$ cat src/rtl/keyslot_pkg.sv
package keyslot_pkg;
   localparam int unsigned NUM_SLOTS = 3;
   localparam int unsigned DEST_W    = 2;
   localparam int unsigned CLR_W     = 3;

   typedef enum logic [DEST_W-1:0] {
      DEST_NONE = 2'd0,
      DEST_AES  = 2'd1,
      DEST_KMAC = 2'd2,
      DEST_BN   = 2'd3
   } dest_e;

   // slot index of the wide (big-number) slot
   localparam int unsigned WIDE_IDX = 2;
endpackage

$ cat src/rtl/keyslot_fill.sv
module keyslot_fill #(
   parameter int unsigned WORD_W = 32,
   parameter int unsigned OUT_W  = 384
) (
   input  logic [WORD_W-1:0] rnd_i,
   output logic [OUT_W-1:0]  fill_o
);
   localparam int unsigned NWORDS = OUT_W / WORD_W;

   for (genvar j = 0; j < NWORDS; j++) begin : g_word
      localparam int unsigned ROT = j % WORD_W;
      if (ROT == 0) begin : g_plain
         assign fill_o[j*WORD_W +: WORD_W] = rnd_i;
      end else begin : g_rot
         assign fill_o[j*WORD_W +: WORD_W] = {rnd_i[WORD_W-1-ROT:0], rnd_i[WORD_W-1:WORD_W-ROT]};
      end
   end
endmodule

$ cat src/rtl/keyslot_dec.sv
module keyslot_dec
   import keyslot_pkg::*;
#(
   parameter int unsigned N = NUM_SLOTS
) (
   input  logic              clk_i,
   input  logic              rst_ni,
   input  logic              ld_req_i,
   input  logic [DEST_W-1:0] ld_dest_i,
   input  logic [DEST_W-1:0] ld_cmd_dest_i,
   input  logic [CLR_W-1:0]  clr_sel_i,
   output logic [N-1:0]      we_o,
   output logic [N-1:0]      dsel_o,
   output logic [N-1:0]      clr_o,
   output logic              fault_o
);
   localparam logic [CLR_W-1:0] CLR_ALL_MIN = CLR_W'(N + 1);

   logic clr_all;
   assign clr_all = (clr_sel_i >= CLR_ALL_MIN);

   for (genvar i = 0; i < N; i++) begin : g_dec
      localparam logic [DEST_W-1:0] CODE = DEST_W'(i + 1);
      // write enable and data select come from independent codes
      assign we_o[i]   = ld_req_i && (ld_dest_i == CODE);
      assign dsel_o[i] = ld_req_i && (ld_cmd_dest_i == CODE);
      assign clr_o[i]  = clr_all || (clr_sel_i == CLR_W'(i + 1));
   end

   always_ff @(posedge clk_i or negedge rst_ni) begin
      if (!rst_ni) fault_o <= 1'b0;
      else         fault_o <= ld_req_i && (ld_dest_i != ld_cmd_dest_i);
   end

   assert_mismatch_fault_R9: assert property (@(posedge clk_i) disable iff (!rst_ni)
      (ld_req_i && (ld_dest_i != ld_cmd_dest_i)) |=> fault_o);
   assert_fault_one_cycle_R9: assert property (@(posedge clk_i) disable iff (!rst_ni)
      !(ld_req_i && (ld_dest_i != ld_cmd_dest_i)) |=> !fault_o);
   assert_clear_onehot_R4: assert property (@(posedge clk_i) disable iff (!rst_ni)
      (clr_sel_i != '0 && clr_sel_i < CLR_ALL_MIN) |-> $onehot0(clr_o) && clr_o != '0);
endmodule

$ cat src/rtl/keyslot_slot.sv
module keyslot_slot #(
   parameter int unsigned KEY_W = 256
) (
   input  logic             clk_i,
   input  logic             rst_ni,
   input  logic             we_i,
   input  logic             dsel_i,
   input  logic             clr_i,
   input  logic             dis_i,
   input  logic             inv_i,
   input  logic [KEY_W-1:0] ld_key_i,
   input  logic [KEY_W-1:0] fill_i,
   output logic             vld_o,
   output logic [KEY_W-1:0] key_o
);
   logic scrub;
   assign scrub = clr_i || inv_i;

   always_ff @(posedge clk_i or negedge rst_ni) begin
      if (!rst_ni) begin
         key_o <= '0;
         vld_o <= 1'b0;
      end else if (scrub) begin
         key_o <= fill_i;
         vld_o <= 1'b0;
      end else if (we_i && !dis_i) begin
         key_o <= dsel_i ? ld_key_i : fill_i;
         vld_o <= dsel_i;
      end
   end

   assert_load_stores_R2: assert property (@(posedge clk_i) disable iff (!rst_ni)
      (we_i && dsel_i && !scrub && !dis_i) |=> (vld_o && key_o == $past(ld_key_i)));
   assert_scrub_clears_R4: assert property (@(posedge clk_i) disable iff (!rst_ni)
      scrub |=> (!vld_o && key_o == $past(fill_i)));
   assert_disabled_keeps_R7: assert property (@(posedge clk_i) disable iff (!rst_ni)
      (dis_i && !scrub) |=> ($stable(vld_o) && $stable(key_o)));
   assert_rise_needs_load_R10: assert property (@(posedge clk_i) disable iff (!rst_ni)
      $rose(vld_o) |-> $past(we_i && dsel_i));
endmodule

$ cat src/rtl/keyslot_hub.sv
module keyslot_hub
   import keyslot_pkg::*;
#(
   parameter int unsigned WORD_W   = 32,
   parameter int unsigned NARROW_W = 256,
   parameter int unsigned WIDE_W   = 384
) (
   input  logic                clk_i,
   input  logic                rst_ni,
   input  logic                ld_req_i,
   input  logic [DEST_W-1:0]   ld_dest_i,
   input  logic [DEST_W-1:0]   ld_cmd_dest_i,
   input  logic [WIDE_W-1:0]   ld_key_i,
   input  logic [CLR_W-1:0]    clr_sel_i,
   input  logic [WORD_W-1:0]   rnd_i,
   input  logic                eng_disabled_i,
   input  logic                eng_invalid_i,
   output logic                aes_vld_o,
   output logic [NARROW_W-1:0] aes_key_o,
   output logic                kmac_vld_o,
   output logic [NARROW_W-1:0] kmac_key_o,
   output logic                bn_vld_o,
   output logic [WIDE_W-1:0]   bn_key_o,
   output logic                dest_fault_o
);
   if (NARROW_W % WORD_W != 0 || WIDE_W % WORD_W != 0 || WIDE_W < NARROW_W) begin : g_bad_cfg
      $error("keyslot_hub: slot widths must be word multiples and WIDE_W >= NARROW_W");
   end

   logic [NUM_SLOTS-1:0] we, dsel, clr, vld;
   logic [WIDE_W-1:0]    fill;
   logic [WIDE_W-1:0]    slot_key [NUM_SLOTS];

   keyslot_fill #(.WORD_W(WORD_W), .OUT_W(WIDE_W)) u_fill (
      .rnd_i  (rnd_i),
      .fill_o (fill)
   );

   keyslot_dec #(.N(NUM_SLOTS)) u_dec (
      .clk_i         (clk_i),
      .rst_ni        (rst_ni),
      .ld_req_i      (ld_req_i),
      .ld_dest_i     (ld_dest_i),
      .ld_cmd_dest_i (ld_cmd_dest_i),
      .clr_sel_i     (clr_sel_i),
      .we_o          (we),
      .dsel_o        (dsel),
      .clr_o         (clr),
      .fault_o       (dest_fault_o)
   );

   for (genvar i = 0; i < NUM_SLOTS; i++) begin : g_slot
      localparam int unsigned SW = (i == WIDE_IDX) ? WIDE_W : NARROW_W;
      logic [SW-1:0] k;
      keyslot_slot #(.KEY_W(SW)) u_slot (
         .clk_i    (clk_i),
         .rst_ni   (rst_ni),
         .we_i     (we[i]),
         .dsel_i   (dsel[i]),
         .clr_i    (clr[i]),
         .dis_i    (eng_disabled_i),
         .inv_i    (eng_invalid_i),
         .ld_key_i (ld_key_i[SW-1:0]),
         .fill_i   (fill[SW-1:0]),
         .vld_o    (vld[i]),
         .key_o    (k)
      );
      assign slot_key[i] = WIDE_W'(k);
   end

   assign aes_vld_o  = vld[0];
   assign kmac_vld_o = vld[1];
   assign bn_vld_o   = vld[WIDE_IDX];
   assign aes_key_o  = slot_key[0][NARROW_W-1:0];
   assign kmac_key_o = slot_key[1][NARROW_W-1:0];
   assign bn_key_o   = slot_key[WIDE_IDX];

   assert_invalid_drops_all_R8: assert property (@(posedge clk_i) disable iff (!rst_ni)
      eng_invalid_i |=> (!aes_vld_o && !kmac_vld_o && !bn_vld_o));
   assert_clear_all_R5: assert property (@(posedge clk_i) disable iff (!rst_ni)
      (clr_sel_i > 3'd3) |=> (!aes_vld_o && !kmac_vld_o && !bn_vld_o));
   assert_idle_sel_keeps_R6: assert property (@(posedge clk_i) disable iff (!rst_ni)
      (clr_sel_i == '0 && !eng_invalid_i && !ld_req_i) |=> $stable({aes_vld_o, kmac_vld_o, bn_vld_o}));
endmodule

$ cat config.mk
export PLATFORM = sky130hd
export DESIGN_NAME = keyslot_hub
export DESIGN_NICKNAME = d
export VERILOG_FILES = /design/src/rtl/keyslot_pkg.sv /design/src/rtl/keyslot_fill.sv /design/src/rtl/keyslot_dec.sv /design/src/rtl/keyslot_slot.sv /design/src/rtl/keyslot_hub.sv
export SDC_FILE = /design/constraint.sdc
export NUM_CORES = 2
export LEC_CHECK = 0
export ABC_AREA = 1
export BUFFER_PORTS_ARGS = -buffer_cell sky130_fd_sc_hd__buf_2
export CAP_MARGIN = 40
export CORE_AREA = 2 2 517 519
export DETAILED_ROUTE_END_ITERATION = 10
export DIE_AREA = 0 0 519 521
export PLACE_DENSITY = 0.41
export SETUP_SLACK_MARGIN = 0.05
export SLEW_MARGIN = 20
export SYNTH_ARGS = -nofsm -noshare
export SYNTH_HDL_FRONTEND = slang
export SYNTH_SLANG_ARGS = --single-unit
$ cat constraint.sdc
create_clock -name clk_i -period 0.8 [get_ports clk_i]
set_input_delay 0.12 -clock clk_i [delete_from_list [all_inputs] [get_ports clk_i]]
set_output_delay 0.12 -clock clk_i [all_outputs]
set_load 0.02 [all_outputs]
==> metrics.csv <==
stage,metric,value,unit
yosys,Synth area leaders,"dfrtp_1 (59%), nand3_1 (27%), nand2_1 (6.8%)",
placed_design,Port Buffer Count,1327,
floorplanning,Die H,521,µm
placed_design,GP Congestion,0.944,
floorplanning,starting density of the core,0.144,
detailed_routing,final antenna-violating net count,0,
global_routing,initial antenna violation count,93,
cts,"CTS clk-pin slew, worst paths",0.06,ns
cts,CTS tree,yes,
cts,Clock Path Buffers,3,
global_routing,gr usage total,0.218,
worst_setup_path,CP Max Fanout,2,
pwr,Switching Power,48.0,mW
worst_setup_path,CP peak stage delay,0.41,ns
pwr,Cell Int Power,97.9,mW
final_layout,fin area,75700,µm²
detailed_routing,final WL,313000,µm
detailed_routing,vias,46200,
placed_design,final HPWL from detailed placement,231000,µm
final_layout,nets,7116,
global_routing,global-route wire length before repair,410000,µm
yosys,Yosys reg bits,900,
yosys,mapped cell area,38100,µm²
yosys,Netlist cell types,23,
worst_setup_path,CP Capture Type,primary output,
sta,hold_ws,-0.0684,ns
worst_setup_path,CP most frequent cell,buf_6,
yosys,Ys Warns,0,
pwr,sequential power share,0.367,
global_routing,vias in the first global route,45700,
worst_setup_path,R2R Setup Slk,-0.14,ns
cts,clk sinks,900,
worst_hold_path,hold path depth,5,
pwr,Comb power frac,0.268,
cts,CTS Buf Count,111,
yosys,biggest area consumer among synthesized cells,dfrtp_1,
final_layout,Post-Layout Cell Count,10300,
sta,relative slew slack,0.731,
worst_hold_path,Worst Hold End,g_slot[2].u_slot.vld_o$_DFFE_PN0P_,
global_routing,largest net degree at the start of global routing,59,
sta,"Hold Violations, Final",1,
sta,fin crit share,1.94,
global_routing,gr ovfl total,0,
detailed_routing,DRC errors left,0,
detailed_routing,post-DR wirelength/cell,30.2,µm
floorplanning,die area,270000,µm²
worst_setup_path,CP top delay family,flip-flops,
worst_hold_path,Hold Path Origin,ld_req_i,
pwr,Clk pwr share,0.365,
yosys,"Seq/Total Area, Yosys",0.591,
yosys,Syn Area/Cell,9.26,µm²
worst_setup_path,critical path required time,0.68,ns
worst_setup_path,crit path launch type,register,
detailed_routing,TritonRoute pass-1 iters,6,
worst_hold_path,Worst Hold Class,in2reg,
worst_setup_path,worst path cell trace,buf_6 > buf_6,
pwr,Pwr Density,1930,nW/µm²
placed_design,placed cells,9142,
floorplanning,Die X,519,µm
floorplanning,number of cell rows,189,
pwr,VDD IR max,1.60,mV
worst_setup_path,R2R cell count,4,
placed_design,DP Worst Slack,-1.41,ns
detailed_routing,Vias/cell,4.47,
floorplanning,io pins,1328,
sta,final critical-path required period,1.55,ns
detailed_routing,DR iter-0 viols,4629,
pwr,leakage,34.5,nW
sta,Setup-failing EPs final,1795,
sta,Max Slew Vio Count,0,
placed_design,Post-DP Area,54700,µm²
worst_setup_path,CP Class,reg2out,
sta,setup TNS,-681.18,ns
status,outcome,finished with violations,
yosys,Synth Net Count,4543,
cts,Root Buffer,clkbuf_16,
sta,Fmax,646,MHz
worst_setup_path,critical path arrival,1.43,ns
yosys,post-synth top area share,0.591,
floorplanning,CORE AREA,264000,µm²
cts,Worst-Skew Late Latency,0.75,ns
yosys,gate count after technology mapping,4115,
worst_setup_path,Crit-path slowest cell,dfrtp_1,
final_layout,Area Overhead vs Synth,98.6,%
flow_run,Max Cap Violations,0,
worst_setup_path,FF-to-FF End,g_slot[1].u_slot.key_o[130]$_DFFE_PN0P_,
sta,Slew @ Worst Pin,0.404,ns
status,failing checks,"hold timing, setup timing",
worst_setup_path,"Buf+Inv Stages, Crit Path",2,
sta,"Worst Setup Slack, final",-0.748,ns
sta,RSZ-0062 raised after global routing,true,
cts,Max H-tree Level,3,
final_layout,fraction of layout cells with a size suffix above 1,0.441,
pwr,Sw Share,0.329,
sta,Clock Skew,0,ns
worst_setup_path,Reg-to-Reg Start,g_slot[1].u_slot.key_o[130]$_DFFE_PN0P_,
[how the worst max path moves through the flow]
stage / start / to / slack (ns) / depth (start not counted)
2_1_floorplan: ld_req_i / g_slot[1].u_slot.key_o[123]$_DFFE_PN0P_ / -0.24 / 7
3_3_place_gp: clr_sel_i[0] / g_slot[0].u_slot.key_o[56]$_DFFE_PN0P_ / -1.42 / 10
3_5_place_dp: clr_sel_i[1] / g_slot[1].u_slot.key_o[164]$_DFFE_PN0P_ / -1.41 / 9
4_1_cts: g_slot[1].u_slot.key_o[49]$_DFFE_PN0P_ / kmac_key_o[49] / -0.87 / 2
5_1_grt: g_slot[1].u_slot.key_o[49]$_DFFE_PN0P_ / kmac_key_o[49] / -0.83 / 2
6_report: g_slot[1].u_slot.key_o[49]$_DFFE_PN0P_ / kmac_key_o[49] / -0.75 / 2
[cell type report]
| class | instances | area, µm² |
|---|---|---|
| clock inverter | 39 | 474 |
| inverter | 14 | 75.1 |
| sequential | 900 | 22600 |
| timing repair buffer | 2828 | 29200 |
| tap | 3533 | 4420 |
| antenna | 32 | 80.1 |
| fill | 28000 | 189000 |
| clock buffer | 164 | 3280 |
| multi-input combinational | 2833 | 15600 |
[routing by layer]
layer	track usage	vias to the layer above	wire, µm
met1	0.264	23400	122000
met3	0.0673	607	29100
met5	0	-	384
li1	-	19500	-
met2	0.358	2643	145000
met4	0.0887	58	16000
[timing repair]
action	in CTS	in global routing
resized for setup	2023	220
setup endpoints to repair	1724	1799
endpoints found under the hold margin	1799	2
cloned	28	18
setup buffers	325	176
hold buffers	423	2
pin swaps	45	30
[synthesized netlist by cell type]
master / number
buf_4: 29
nor3_4: 1
buf_1: 6
nand3_1: 2056
nand2_2: 2
inv_1: 11
a21oi_1: 1
inv_2: 1
nand2_4: 1
nand3_2: 60
nor2_4: 3
xnor2_1: 2
o21ai_1: 1
clkinv_1: 2
nor2_1: 9
nand4_1: 1
o21ai_0: 2
nor2_8: 1
buf_2: 293
dfrtp_1: 900
clkbuf_1: 41
nor2_2: 3
nand2_1: 689
[tightest hold or removal path: stages]
cell,delay [ns]
buf_8,0.13
nand4_1,0.09
buf_4,0.14
buf_4,0.11
o21ai_0,0.07
[sequential cells by signal, indices dropped and copies added (netlist names)]
signal / flops
g_slot.u_slot.key_o: 896
g_slot.u_slot.vld_o: 3
u_dec.fault_o: 1
[through the flow]
step           power (mW)  hold WS, ns  utilization
2_1_floorplan        63.0       -0.176            -
3_3_place_gp         80.8       0.0782        0.207
3_5_place_dp         80.9       0.0767        0.207
4_1_cts               145       -0.200        0.275
5_1_grt               151      -0.0924        0.286
6_report              146      -0.0684        0.286
[placed cells by master, fill, tap and decap left out, drive strengths merged, types with 3 or more instances in the layout]
master	netlist	routed
buf	328	2387
bufbuf	0	6
bufinv	0	6
clkbuf	41	176
clkinv	2	27
dfrtp	900	900
diode	0	32
dlygate4sd3	0	423
inv	12	18
nand2	692	692
nand3	2116	2117
nor2	16	16
o21ai	3	3
[power by group through the flow]
stage          Clock (mW)  Sequential [mW]  Combinational (mW)
2_1_floorplan           0             57.7                5.29
4_1_cts              54.3             53.5                37.5
3_3_place_gp            0             53.3                27.5
3_5_place_dp            0             53.3                27.6
5_1_grt              56.1             53.9                40.6
6_report             53.2             53.6                39.1
[kinds of logic after synthesis]
family	share of synthesized area
simple gates	0.358
flops	0.591
xor+xnor	0.000460
buf+inv	0.0502
compound gates	0.000525
Note: power is estimated with default switching activity, not from simulation.
